$ cat src/rtl/rxdone_pkg.sv
package rxdone_pkg;

    localparam int BYTE_W    = 8;
    localparam int NUM_LANES = 2;
    localparam int FLAG_W    = BYTE_W * NUM_LANES;
    localparam int MAX_INST  = 5;

    typedef logic [FLAG_W-1:0]    flag_vec_t;
    typedef logic [NUM_LANES-1:0] lane_vec_t;

    typedef struct packed {
        logic      wr;
        logic      rd;
        logic      rmw;
        lane_vec_t be;
        flag_vec_t wdata;
    } bus_req_t;

    // Even base address of the register pair for a given controller copy.
    function automatic logic [31:0] inst_base(int unsigned sel);
        if (sel < 2)
            return 32'h0000_0078 + 32'(sel) * 32'h10;
        else
            return 32'h0000_3578 + 32'(sel - 2) * 32'h10;
    endfunction

endpackage

$ cat src/rtl/rxdone_decode.sv
module rxdone_decode
    import rxdone_pkg::*;
#(
    parameter int          ADDR_W   = 16,
    parameter int unsigned INST_SEL = 0
) (
    input  logic [ADDR_W-1:0] bus_addr,
    input  bus_req_t          req,
    output logic              wr_hit,
    output logic              rd_hit,
    output flag_vec_t         clr_mask
);
    localparam logic [31:0]       BASE32   = inst_base(INST_SEL);
    localparam logic [ADDR_W-1:0] BASE_ODD = ADDR_W'(BASE32 | 32'h1);

    logic addr_hit;

    // Bit 0 only picks the byte; forcing it high matches both addresses.
    assign addr_hit = ((bus_addr | ADDR_W'(1)) == BASE_ODD);
    assign wr_hit   = addr_hit & req.wr;
    assign rd_hit   = addr_hit & req.rd;

    for (genvar g = 0; g < NUM_LANES; g++) begin : g_lane
        assign clr_mask[g*BYTE_W +: BYTE_W] =
            {BYTE_W{wr_hit & req.be[g]}} & ~req.wdata[g*BYTE_W +: BYTE_W];
    end

endmodule

$ cat src/rtl/rxdone_flags.sv
module rxdone_flags
    import rxdone_pkg::*;
(
    input  logic      clk,
    input  logic      rst,
    input  flag_vec_t set_vec,
    input  flag_vec_t clr_mask,
    output flag_vec_t flags
);
    for (genvar b = 0; b < FLAG_W; b++) begin : g_bit
        always_ff @(posedge clk) begin
            if (rst)
                flags[b] <= 1'b0;
            else if (set_vec[b])
                flags[b] <= 1'b1;   // event beats a same-cycle clear
            else if (clr_mask[b])
                flags[b] <= 1'b0;
        end
    end

endmodule

$ cat src/rtl/rxdone_irq.sv
module rxdone_irq
    import rxdone_pkg::*;
(
    input  logic      clk,
    input  logic      rst,
    input  flag_vec_t flags,
    input  flag_vec_t enables,
    output logic      irq_q
);
    always_ff @(posedge clk) begin
        if (rst)
            irq_q <= 1'b0;
        else
            irq_q <= |(flags & enables);
    end

endmodule

$ cat src/rtl/rxdone_status.sv
module rxdone_status
    import rxdone_pkg::*;
#(
    parameter int          ADDR_W   = 16,
    parameter int unsigned INST_SEL = 0
) (
    input  logic              clk,
    input  logic              rst,
    input  logic [ADDR_W-1:0] bus_addr,
    input  logic              bus_wr,
    input  logic              bus_rd,
    input  logic              bus_rmw,
    input  logic [1:0]        bus_be,
    input  logic [15:0]       bus_wdata,
    output logic [15:0]       bus_rdata,
    input  logic [15:0]       rx_done,
    input  logic [15:0]       irq_en,
    output logic              irq_req
);
    bus_req_t  req;
    logic      wr_hit;
    logic      rd_hit;
    flag_vec_t clr_mask;
    flag_vec_t flags;

    initial begin
        if (INST_SEL >= MAX_INST)
            $error("INST_SEL out of range");
    end

    assign req = '{wr: bus_wr, rd: bus_rd, rmw: bus_rmw,
                   be: bus_be, wdata: bus_wdata};

    rxdone_decode #(
        .ADDR_W   (ADDR_W),
        .INST_SEL (INST_SEL)
    ) u_decode (
        .bus_addr (bus_addr),
        .req      (req),
        .wr_hit   (wr_hit),
        .rd_hit   (rd_hit),
        .clr_mask (clr_mask)
    );

    rxdone_flags u_flags (
        .clk      (clk),
        .rst      (rst),
        .set_vec  (rx_done),
        .clr_mask (clr_mask),
        .flags    (flags)
    );

    rxdone_irq u_irq (
        .clk     (clk),
        .rst     (rst),
        .flags   (flags),
        .enables (irq_en),
        .irq_q   (irq_req)
    );

    // Read-modify-write reads return ones so a write-back clears nothing.
    always_comb begin
        if (!rd_hit)
            bus_rdata = '0;
        else if (req.rmw)
            bus_rdata = '1;
        else
            bus_rdata = flags;
    end

endmodule


$ cat config.mk
export PLATFORM = sky130hd
export DESIGN_NAME = rxdone_status
export DESIGN_NICKNAME = d
export VERILOG_FILES = /design/src/rtl/rxdone_pkg.sv /design/src/rtl/rxdone_decode.sv /design/src/rtl/rxdone_flags.sv /design/src/rtl/rxdone_irq.sv /design/src/rtl/rxdone_status.sv
export SDC_FILE = /design/constraint.sdc
export NUM_CORES = 1
export LEC_CHECK = 0
export BUFFER_PORTS_ARGS = -buffer_cell sky130_fd_sc_hd__buf_2
export CORE_AREA = 2 2 46 69
export CTS_BUF_LIST = sky130_fd_sc_hd__clkbuf_4 sky130_fd_sc_hd__clkbuf_8
export DETAILED_ROUTE_END_ITERATION = 6
export DIE_AREA = 0 0 48 71
export PLACE_DENSITY = 0.76
export SLEW_MARGIN = 30
export SYNTH_ARGS = -nofsm -noshare
export SYNTH_HDL_FRONTEND = slang
export SYNTH_SLANG_ARGS = --single-unit
$ cat constraint.sdc
create_clock -name clk -period 2.6 [get_ports clk]
set_input_delay 0.78 -clock clk [delete_from_list [all_inputs] [get_ports clk]]
set_output_delay 0.78 -clock clk [all_outputs]
set_load 0.05 [all_outputs]
Word level (Yosys, flattened, before mapping):

Cells that the tools add are included.

* bits in registers: 17
* word-level logic and storage cells: 78
* output and inout port bits: 17
* input port bits: 71

* eq/ne operators: 1
* bitwise operators: 9
* reduce and logical (&&, ||, !) cells: 17
* muxes and demuxes: 34

Operator list (number)
* two-way mux 1 bit: 32
* two-way mux 16 bit: 2
* nonzero test 2 bit: 16
* bitwise AND 16 bit: 1
* bitwise AND 8 bit: 2
* NOT 8 bit: 2
* OR reduction 16 bit: 1
* equality test 15 x 6 -> 1 bit, second input constant: 1
* bitwise AND 1 bit: 4

Depth between registers and ports, before layout:

Gate-level depths: netlist of run 1.

* depth after elaboration: 6
* depth in mapped cells: 6
* mapped depth without buffers: 4

Cells and area by module:

Synthesis of run 1 repeated with hierarchy kept, for this count alone.

* cell total of the unflattened synthesis: 124
* area, all modules: 1191.1 sq um

Modules (own cells, without submodules)
* rxdone_flags: area an instance 629.4 sq um, instances 1, cells each 66, sequential area each 320.3 sq um
* rxdone_decode: area an instance 302.8 sq um, instances 1, cells each 27, sequential area each 0.0 sq um
* rxdone_status: area an instance 152.6 sq um, instances 1, cells each 20, sequential area each 0.0 sq um
* rxdone_irq: area an instance 106.4 sq um, instances 1, cells each 11, sequential area each 20.0 sq um

Least setup slack after synthesis of run 1:

No wires, ideal clock.

* path kind: input to output
* start point: in bus_addr[2]
* end point: out bus_rdata[10]
* stages: 6
* path buffers: 2
* arrival: 2417 ps
* setup slack: -597 ps
* cells stage by stage: nor3b_1 -> nand4_4 -> or2_1 -> buf_6 -> buf_6 -> nor2_1

* cells in the longest elaborated chain, start to end: 3

Ends and longest elaborated chain
* start, declared: RTL line rxdone_status.sv:9 `input logic [ADDR_W-1:0] bus_addr,`
* equality test 15 x 6 -> 1 bit: RTL line rxdone_decode.sv:19 `assign addr_hit = ((bus_addr | ADDR_W'(1)) == BASE_ODD);`
* bitwise AND 1 bit: RTL line rxdone_decode.sv:21 `assign rd_hit = addr_hit & req.rd;`
* two-way mux 16 bit: RTL line rxdone_status.sv:63 `if (!rd_hit)`
* end, declared: RTL line rxdone_status.sv:15 `output logic [15:0] bus_rdata,`

Every way passes these cells.

Final worst setup path of run 1:

* start point: in bus_addr[14]
* end point: out bus_rdata[14]

The elaborated chain is that of the path after synthesis.

==> run_results.csv, run 1 <==
group,metric,value,unit
pwr,vdd.ir_drop.worst,0.2345,mV
routing,drc,0,
logic_synthesis,syn_avg_cell_area,7.528,µm²
global_route,antenna_found_initial,0,
clocking,tritoncts_num_sinks,17,
timing,final_min_period_over_clock_period,106.9,%
timing,timing.slew.headroom,77.34,%
clocking,cts-root-to-sink-buffers,2,
routing,detail_route.first_pass.iterations,4,
timing,finalCriticalPeriod,2.779,ns
logic_synthesis,async_set_or_reset_flop_fraction_in_the_synthesized_netlist,0,%
cells_and_area,finish.net_count,282,
pwr,power.total,620.6,µW
logic_synthesis,ys_seq_elements,17,
critical_path,crit_end_category,"output pin",
logic_synthesis,synthMostInstantiatedCell,"sky130_fd_sc_hd__nor2_1",
clocking,postCtsSetupRepairBufs,0,
die,floorplan.die_area,3408,µm²
logic_synthesis,yosys_warnings,0,
timing,hold_viol,0,
critical_path,cp_data_arrival_time,2.00,ns
critical_path,cp_max_fo,6,
critical_path,crit_path_slowest_cell,"sky130_fd_sc_hd__nor4_4",
global_route,grt_pass1_wl,5.057,mm
status,violated_checks,"setup timing",
critical_path,worstPathCellList,"buf_6 -> nor4_4 -> nand4_4 -> or2_4 -> buf_12 -> nor2_4 -> buf_8",
clocking,htreeDepth,1,
clocking,clk-insertion-delay-late,0.25,ns
clocking,clk_pin_slew_worst_paths,0.06,ns
logic_synthesis,netlist_top_cells_count,"sky130_fd_sc_hd__nor2_1 (48), sky130_fd_sc_hd__dfxtp_1 (17), sky130_fd_sc_hd__nor3_1 (16), sky130_fd_sc_hd__nor4_1 (16), sky130_fd_sc_hd__clkbuf_1 (5)",
pwr,power_density,353.3,nW/µm²
critical_path,crit_path_max_incr_delay,0.30,ns
die,die_height,71,µm
status,status,"finished with violations",
die,num_rows,24,
cells_and_area,multiInputGateArea,668.1,µm²
clocking,cts_root_buf,"sky130_fd_sc_hd__clkbuf_8",
global_route,grt_start_max_net_pins,18,
critical_path,worstSetupPathType,"input pin to output pin",
global_route,gr-total-overflow,0,
global_route,gr-usage-all-layers,19.75,%
cells_and_area,final_layout_size_suffix_gt1_share,55.24,%
clocking,tritoncts.num_buffers,3,
pwr,static_leakage,0.8013,nW
timing,setup-tns-final,-2.788,ns
logic_synthesis,syn_nets,194,
timing,rsz0062_at_grt,"true",
logic_synthesis,post_synth_fa_ha_maj_area_fraction,0,%
logic_synthesis,share_of_the_synthesized_area_in_compound_gates_ao_oa_aoi_oai,7.973,%
timing,worst_max_slew_pin_slew,0.3390,ns
logic_synthesis,synth.yosys.seq_area_share,36.76,%
routing,vias_per_instance,5.016,
logic_synthesis,syn-instance-count,123,
placement,numPortBuffers,86,
logic_synthesis,postSynth.topFlopCell,"sky130_fd_sc_hd__dfxtp_1",
cells_and_area,final.fill_count,239,
logic_synthesis,post_synth_and_or_nand_nor_area_fraction,50.41,%
die,ioPinCount,88,
logic_synthesis,largest_family_of_logic_cells_by_synthesized_area,"simple AND/OR/NAND/NOR gates",
critical_path,critPathLaunchType,"input pin",
timing,clock_skew,0.005283,ns
logic_synthesis,post_synth_mux_area_share,0,%
routing,drt-initial-drc-count,13,
clocking,cts_hold_buffers,0,
timing,timing.final.ws_setup,-0.1791,ns
die,core_region_area,2853,µm²
timing,setup_viol,16,
placement,place_congestion,0.8322,
placement,post_detail_place_hpwl,2.460,mm
logic_synthesis,synth_top_cells_by_area,"sky130_fd_sc_hd__dfxtp_1 (37%), sky130_fd_sc_hd__nor2_1 (19%), sky130_fd_sc_hd__nor4_1 (11%)",
timing,final-max-slew-violation-count,0,
routing,wirelength,3.387,mm
min_path,hold_path.class,"flop to flop",
logic_synthesis,post-synth-top-area-cell,"sky130_fd_sc_hd__dfxtp_1",
logic_synthesis,yosys.area_share.xor_xnor,0,%
logic_synthesis,number_of_enable_type_register_cells_in_the_synthesized_netlist,0,
job,max_cap_violations,0,
logic_synthesis,yosysUniqueCellTypes,19,
global_route,vias_in_the_first_global_route,1185,
die,initial_utilization,32.46,%
routing,ant_nets,0,
logic_synthesis,synth_area,925.9,µm²
critical_path,crit_required,1.82,ns
clocking,cts_tree,"built",
die,die_w,48,µm
cells_and_area,diodes,0,
routing,drt_wl_cell,13.60,µm
timing,upper_clock_frequency_limit,359.8,MHz
logic_synthesis,synth.top_cell.area_share,36.76,%
cells_and_area,areaGrowthSynthToFinish,89.73,%
routing,via_count,1249,
cells_and_area,layout.area.seq,340.3,µm²
cell families after synthesis:
kind of cell / Yosys count
and+or+nand+nor: 89
AOI/OAI and AO/OA: 9
DFF: 17
buffers and inverters: 8
sequential cells by signal (all words and copies together), names as in the netlist:
register and flops:
u_irq.irq_q 1, u_flags.flags 16
worst paths after layout:
path	depth (start not counted)	end	slack, ns	startpoint
hold reg to reg	2	u_flags.flags[6]	0.51	u_flags.flags[6]
setup / recovery	7	bus_rdata[14]	-0.18	bus_addr[14]
setup reg to reg	4	u_irq.irq_q	1.49	u_flags.flags[6]
hold / removal	2	u_flags.flags[6]	0.51	u_flags.flags[6]
layer usage:
layer / global-route usage, % / routed length [µm] / part of all wire, %
met1: 20.91 / 1218 / 36
met2: 37.04 / 1855 / 55
met3: 2.806 / 266 / 7.9
met4: 5.706 / 47 / 1.4
met5: 0 / 0 / 0
stage by stage:
stage / hold WS [ns] / area (µm²) / util (%) / setup slack (ns) / instances
CTS: 0.5123 / 1720 / 60.31 / -0.2200 / 249
finish: 0.5100 / 1757 / 61.58 / -0.1791 / 249
detailed placement: 0.5002 / 1494 / 52.37 / -0.3455 / 244
global placement: 0.4991 / 1494 / 52.37 / -0.3242 / 244
global route: 0.5311 / 1757 / 61.58 / -0.2272 / 249
floorplan: 0.4810 / 1025 / - / -0.2384 / 123
final cells by class:
cell class	instances	share of cell area, %
clock inverter	1	0.2849
multi-input combinational	98	38.03
clock buffer	3	2.350
tap	39	2.778
timing repair buffer	90	36.97
inverter	1	0.2137
sequential	17	19.37
repair_timing:
action / CTS / global route
endpoints found under the setup margin: 16 / 16
pin swaps: 9 / 2
gates resized for setup: 44 / 9
cloned: 1 / 0
worst max-delay path, delay by kind of cell:
kind                   cells  cell delay, ns
buffers and inverters      3            0.40
and+or+nand+nor            4            0.80
layout by cell type, fill, tap and decap left out:
master / Yosys / final
sky130_fd_sc_hd__nor2_4: 0 / 16
sky130_fd_sc_hd__and4bb_2: 1 / 1
sky130_fd_sc_hd__or2_4: 0 / 1
sky130_fd_sc_hd__a22o_1: 3 / 3
sky130_fd_sc_hd__nor3b_2: 0 / 1
sky130_fd_sc_hd__buf_6: 2 / 11
sky130_fd_sc_hd__buf_8: 0 / 9
sky130_fd_sc_hd__buf_16: 0 / 1
sky130_fd_sc_hd__clkinv_2: 0 / 1
sky130_fd_sc_hd__nor3_1: 16 / 16
sky130_fd_sc_hd__buf_12: 0 / 1
sky130_fd_sc_hd__and3_1: 1 / 1
sky130_fd_sc_hd__nor4b_4: 1 / 1
sky130_fd_sc_hd__a22oi_1: 2 / 2
sky130_fd_sc_hd__nor4_4: 1 / 1
sky130_fd_sc_hd__buf_4: 0 / 1
sky130_fd_sc_hd__clkbuf_8: 0 / 3
sky130_fd_sc_hd__nor2_1: 48 / 32
sky130_fd_sc_hd__a221oi_1: 3 / 3
sky130_fd_sc_hd__nor4_1: 16 / 16
sky130_fd_sc_hd__inv_1: 1 / 1
sky130_fd_sc_hd__a31oi_1: 1 / 1
sky130_fd_sc_hd__nand2_1: 2 / 2
sky130_fd_sc_hd__buf_2: 0 / 67
sky130_fd_sc_hd__dfxtp_1: 17 / 17
sky130_fd_sc_hd__nand4_4: 1 / 1
report_power, final:
part / switching [mW] / leakage [nW] / internal [mW]
sequential: 0.0149 / 0.143 / 0.280
clock: 0.0882 / 0.0255 / 0.106
combinational: 0.0659 / 0.633 / 0.0659
(Power assumes the default switching activity.)
==> run 2: changes to the inputs <==
--- a/config.mk
+++ b/config.mk
@@ -10,7 +10,7 @@
 export CTS_BUF_LIST = sky130_fd_sc_hd__clkbuf_4 sky130_fd_sc_hd__clkbuf_8
 export DETAILED_ROUTE_END_ITERATION = 6
 export DIE_AREA = 0 0 48 71
-export PLACE_DENSITY = 0.76
+export PLACE_DENSITY = 0.82
 export SLEW_MARGIN = 30
 export SYNTH_ARGS = -nofsm -noshare
 export SYNTH_HDL_FRONTEND = slang
==> run 2 against run 1 <==
  * The run still ends with setup timing left
  * Maximum frequency decreased by 0.80%
  * Core utilization decreased by 0.53 points
  * Sequential share of layout area increased by 0.17 points
  * Clock skew shrank 0.0033 ns
  * Cell count unchanged
  * Global-route usage up 0.97 points
  * Non-clock buffer count stayed put
  * Highest routed layer unchanged
==> run_results.csv, run 2 (same netlist as run 1, synthesis figures left out) <==
group,metric,value,unit
timing,finalCriticalPeriod,2.801,ns
pwr,swShare,27.09,%
die,floorplan.die_area,3408,µm²
timing,rsz0062_at_grt,"true",
clocking,cts-root-to-sink-buffers,2,
pwr,power.total,618.1,µW
pwr,pwr-share-clk,31.4,%
cells_and_area,areaGrowthSynthToFinish,88.11,%
pwr,vdd.ir_drop.worst,0.2205,mV
timing,hold-worst-slack,0.5078,ns
clocking,tritoncts_num_sinks,17,
die,ioPinCount,88,
global_route,gr-total-overflow,0,
status,violated_checks,"setup timing",
cells_and_area,layout_top_registers,"u_flags.flags: 16 flops, u_irq.irq_q: 1 flops",
min_path,hold_path.class,"flop to flop",
cells_and_area,final_cell_mix,"sky130_fd_sc_hd__buf_2 (68), sky130_fd_sc_hd__nor2_1 (32), sky130_fd_sc_hd__dfxtp_1 (17)",
critical_path,crit_end_category,"output pin",
clocking,cts_root_buf,"sky130_fd_sc_hd__clkbuf_8",
critical_path,cp_data_arrival_time,2.02,ns
cells_and_area,final_cell_area,1742,µm²
clocking,clk_pin_slew_worst_paths,0.07,ns
status,status,"finished with violations",
global_route,grt_pass1_wl,5.175,mm
routing,drt-initial-drc-count,14,
clocking,tritoncts.num_buffers,3,
timing,hold_viol,0,
cells_and_area,largest_reg_flops,16,
pwr,total_switching_power,167.5,µW
pwr,power.share.sequential,47.5,%
critical_path,worstSetupPathType,"input pin to output pin",
pwr,static_leakage,0.7925,nW
timing,timing.final.ws_setup,-0.2015,ns
critical_path,crit_required,1.82,ns
clocking,cts_tree,"built",
timing,worst_max_slew_pin_slew,0.3640,ns
timing,timing.slew.headroom,75.68,%
timing,upper_clock_frequency_limit,357.0,MHz
cells_and_area,fin_util,61.05,%
routing,drc,0,
cells_and_area,diodes,0,
routing,drt_wl_cell,13.24,µm
clocking,clk-insertion-delay-late,0.25,ns
timing,final-max-slew-violation-count,0,
pwr,p_comb_share,21.1,%
die,die_w,48,µm
cells_and_area,most_common_cell_after_layout_fill_and_taps_aside,"sky130_fd_sc_hd__buf_2",
timing,clock_skew,0.001942,ns
routing,wirelength,3.298,mm
placement,detailedPlace.worstSlack,-0.3616,ns
pwr,power_density,354.9,nW/µm²
placement,post_detail_place_hpwl,2.558,mm
pwr,internal_power,450.7,µW
placement,place_congestion,0.7967,
job,max_cap_violations,0,
global_route,gr-usage-all-layers,20.72,%
global_route,vias_in_the_first_global_route,1228,
placement,placement.cell_area,1489,µm²
routing,detail_route.first_pass.iterations,4,
die,core_region_area,2853,µm²
die,num_rows,24,
routing,vias_per_instance,4.988,
cells_and_area,final_layout_size_suffix_gt1_share,55.24,%
cells_and_area,max_flop_register,"u_flags.flags",
placement,numPortBuffers,86,
routing,via_count,1242,
die,die_height,71,µm
critical_path,critPathLaunchType,"input pin",
timing,final_min_period_over_clock_period,107.7,%
global_route,grt_start_max_net_pins,18,
timing,setup_viol,16,
cells_and_area,finish.net_count,282,
clocking,htreeDepth,1,
global_route,antenna_found_initial,0,
routing,ant_nets,0,
die,initial_utilization,32.46,%
critical_path,cp_max_fo,7,
[run 2: cell count changes in the layout (fill, tap and decap cells not counted)]
cell / before / now
sky130_fd_sc_hd__buf_16: 1 / 0
sky130_fd_sc_hd__buf_2: 67 / 68
sky130_fd_sc_hd__buf_6: 11 / 9
sky130_fd_sc_hd__buf_8: 9 / 11
[run 2: worst paths after layout]
| path | cells after the start | startpoint | slack [ns] | endpoint |
|---|---|---|---|---|
| worst min register to register | 2 | u_flags.flags[8] | 0.51 | u_flags.flags[8] |
| worst min-delay path | 2 | u_flags.flags[8] | 0.51 | u_flags.flags[8] |
| worst max register to register | 4 | u_flags.flags[6] | 1.45 | u_irq.irq_q |
| worst max-delay path | 7 | bus_addr[14] | -0.20 | bus_rdata[15] |
[run 2: worst max-delay path: stages]
cell	delay, ns
sky130_fd_sc_hd__buf_6	0.09
sky130_fd_sc_hd__nor4_4	0.31
sky130_fd_sc_hd__nand4_4	0.13
sky130_fd_sc_hd__or2_4	0.28
sky130_fd_sc_hd__buf_12	0.16
sky130_fd_sc_hd__nor2_4	0.11
sky130_fd_sc_hd__buf_8	0.15
[run 2: power groups by stage]
stage	combinational, mW	sequential (mW)	clock, mW
after floorplan	0.0551	0.300	0
after global placement	0.124	0.299	0
after detailed placement	0.127	0.300	0
after CTS	0.132	0.294	0.202
after global routing	0.144	0.296	0.208
final	0.131	0.293	0.194
[run 2: cell type report]
cell class / count / area, µm²
sequential: 17 / 340.3
tap: 39 / 48.80
inverter: 1 / 3.754
timing repair buffer: 90 / 634.4
multi-input combinational: 98 / 668.1
clock inverter: 1 / 5.005
fill: 264 / 1111
clock buffer: 3 / 41.29
[run 2: what timing repair did]
item / 4_1_cts / 5_1_grt
hold buffers: 0 / 0
buffers inserted: 0 / 0
pin swaps: 9 / 4
setup endpoints to repair: 16 / 16
endpoints found under the hold margin: 0 / 0
gates resized for setup: 50 / 7
[run 2: routing by layer]
layer / track usage [%] / up-vias / share of wire, %
met4: 6.006 / 0 / 0.88
met2: 37.93 / 51 / 58
met3: 3.571 / 2 / 6.8
met1: 22.54 / 567 / 35
li1: - / 622 / -
met5: 0 / - / 0
[run 2: through the flow]
| step | TNS (ns) | cells |
|---|---|---|
| 6_report | -2.874 | 249 |
| 5_1_grt | -4.133 | 249 |
| 4_1_cts | -3.452 | 249 |
| 3_5_place_dp | -5.196 | 245 |
| 3_3_place_gp | -4.988 | 245 |
| 2_1_floorplan | -3.725 | 123 |
==> run 3: changes to the inputs <==
--- a/config.mk
+++ b/config.mk
@@ -11,7 +11,8 @@
 export DETAILED_ROUTE_END_ITERATION = 6
 export DIE_AREA = 0 0 48 71
 export PLACE_DENSITY = 0.82
-export SLEW_MARGIN = 30
+export RECOVER_POWER = 25
+export SLEW_MARGIN = 20
 export SYNTH_ARGS = -nofsm -noshare
 export SYNTH_HDL_FRONTEND = slang
 export SYNTH_SLANG_ARGS = --single-unit
==> constraint.sdc (replaced) <==
create_clock -name clk -period 2.6 [get_ports clk]
set_input_delay 0.26 -clock clk [delete_from_list [all_inputs] [get_ports clk]]
set_output_delay 0.26 -clock clk [all_outputs]
set_load 0.05 [all_outputs]
==> run 3 against run 2 <==
  * The flow now finishes without violations
  * Maximum frequency is 28% higher
  * Worst hold slack worse by 0.24 ns
  * Power is 1.5% lower
  * Die area stayed put
  * Combinational power is 13% lower
  * Core utilization is 12 points lower
  * Global-route usage is 1.4 points lower
  * Largest cell class unchanged
  * Highest routed layer unchanged
==> run_results.csv, run 3 (same netlist as run 1, synthesis figures left out) <==
group,metric,value,unit
status,status,"finished clean",
routing,drt_wl_cell,12.74,µm
critical_path,cp_max_fo,16,
die,core_region_area,2853,µm²
timing,setup-tns-final,0,ns
cells_and_area,final_cell_mix,"sky130_fd_sc_hd__buf_2 (85), sky130_fd_sc_hd__nor2_1 (48), sky130_fd_sc_hd__nor4_1 (17), sky130_fd_sc_hd__dfxtp_1 (17), sky130_fd_sc_hd__nor3_1 (16)",
timing,hold_viol,0,
critical_path,crit_path_max_incr_delay,0.51,ns
cells_and_area,areaGrowthSynthToFinish,50.95,%
clocking,tritoncts.num_buffers,3,
cells_and_area,largest_reg_flops,16,
timing,rsz0062_at_grt,"false",
die,initial_utilization,32.46,%
global_route,gr-total-overflow,0,
clocking,cts_root_buf,"sky130_fd_sc_hd__clkbuf_8",
die,ioPinCount,88,
timing,worst_max_slew_pin_slew,0.7927,ns
routing,via_count,1199,
routing,detail_route.first_pass.iterations,4,
clocking,tritoncts_num_sinks,17,
placement,place_congestion,0.7643,
pwr,swShare,26.53,%
clocking,cts.repair.resized,0,
critical_path,worstPathCellList,"buf_2 -> nor4_1 -> nand4_4 -> or2_1 -> nor2_1 -> buf_2",
pwr,total_switching_power,161.4,µW
critical_path,crit_end_category,"output pin",
die,floorplan.die_area,3408,µm²
clocking,cts-root-to-sink-buffers,2,
placement,numPortBuffers,86,
critical_path,worstSetupPathType,"input pin to output pin",
critical_path,worst_path_most_repeated_cell,"sky130_fd_sc_hd__buf_2",
routing,vias_per_instance,4.874,
routing,wirelength,3.135,mm
timing,timing.slew.headroom,47.16,%
min_path,hold_path.class,"input pin to flop",
critical_path,crit_path_slowest_cell,"sky130_fd_sc_hd__nor4_1",
die,die_w,48,µm
global_route,vias_in_the_first_global_route,1128,
global_route,grt_pass1_wl,4.830,mm
cells_and_area,multiInputGateArea,525.5,µm²
clocking,postCtsSetupRepairBufs,0,
clocking,cts_tree,"built",
cells_and_area,layout_top_registers,"u_flags.flags: 16 flops, u_irq.irq_q: 1 flops",
routing,drt-initial-drc-count,18,
timing,final_min_period_over_clock_period,84.47,%
placement,post_detail_place_hpwl,2.478,mm
clocking,cts_hold_buffers,0,
pwr,vdd.ir_drop.worst,0.2902,mV
cells_and_area,final_layout_size_suffix_gt1_share,44.44,%
die,num_rows,24,
critical_path,critPathLaunchType,"input pin",
global_route,antenna_found_initial,0,
timing,setup_viol,0,
cells_and_area,layout.area.seq,340.3,µm²
pwr,p_comb_share,18.8,%
cells_and_area,finish.net_count,279,
global_route,gr-usage-all-layers,19.34,%
critical_path,worst-path-buf-inv,2,
pwr,power.share.sequential,48.4,%
pwr,power_density,435.4,nW/µm²
pwr,pwr-share-clk,32.9,%
pwr,power.total,608.6,µW
timing,final-max-slew-violation-count,0,
routing,ant_nets,0,
cells_and_area,diodes,0,
clocking,htreeDepth,1,
pwr,internal_power,447.1,µW
cells_and_area,final.fill_count,319,
clocking,clk_pin_slew_worst_paths,0.08,ns
die,die_height,71,µm
cells_and_area,most_common_cell_after_layout_fill_and_taps_aside,"sky130_fd_sc_hd__buf_2",
critical_path,crit_required,2.34,ns
global_route,grt_start_max_net_pins,18,
clocking,clk-insertion-delay-late,0.25,ns
job,max_cap_violations,0,
timing,clock_skew,0.009319,ns
cells_and_area,max_flop_register,"u_flags.flags",
critical_path,cp_data_arrival_time,1.94,ns
timing,upper_clock_frequency_limit,455.3,MHz
timing,finalCriticalPeriod,2.196,ns
routing,drc,0,
critical_path,path_delay_family,"simple AND/OR/NAND/NOR gates",
pwr,static_leakage,0.7204,nW
run 3: changes by cell type in the layout (fill, tap and decap cells not counted), sizes merged:
cell	delta
buf	-5
clkbuf	+2
run 3: area by class of cell:
class                      instances  share of cell area, %
clock buffer                       3                  2.954
clock inverter                     1                 0.3581
inverter                           1                 0.2686
multi-input combinational         98                  37.60
sequential                        17                  24.35
tap                               39                  3.491
timing repair buffer              87                  30.98
run 3: final timing paths:
check	slack, ns	depth (start not counted)	from	endpoint
worst max-delay path	0.40	6	bus_addr[11]	bus_rdata[12]
worst min register to register	0.51	2	u_flags.flags[3]	u_flags.flags[3]
worst max register to register	1.44	4	u_flags.flags[6]	u_irq.irq_q
worst min-delay path	0.27	3	rx_done[1]	u_flags.flags[1]
run 3: metal layers:
layer	part of all wire, %	vias to the layer above	GRT usage [%]
met5	0	-	0
met4	1.4	0	6.306
met1	41	536	22.71
li1	-	617	-
met3	3.6	4	1.276
met2	54	42	34.67
run 3: worst register-to-register path: cells and delay by family, from the launching register on:
family / cells / cell delay [ns]
DFF: 1 / 0.33
AOI/OAI and AO/OA: 3 / 0.50
and+or+nand+nor: 1 / 0.20
run 3: power by group through the flow:
stage / sequential, mW / combinational (mW) / clock (mW)
floorplan: 0.300 / 0.0479 / 0
global placement: 0.300 / 0.116 / 0
detailed placement: 0.300 / 0.117 / 0
CTS: 0.294 / 0.118 / 0.203
global route: 0.297 / 0.129 / 0.213
finish: 0.294 / 0.114 / 0.200
run 3: through the flow:
| step | hold WS (ns) | setup WS (ns) | area, µm² | std cells | util [%] |
|---|---|---|---|---|---|
| after floorplan | 0.4223 | 0.4430 | 925.9 | 123 | - |
| after global placement | 0.4922 | 0.5959 | 1371 | 242 | 48.07 |
| after detailed placement | 0.4982 | 0.5910 | 1371 | 242 | 48.07 |
| after CTS | 0.2672 | 0.5881 | 1418 | 246 | 49.69 |
| after global routing | 0.2835 | 0.2980 | 1398 | 246 | 48.99 |
| final | 0.2681 | 0.4038 | 1398 | 246 | 48.99 |
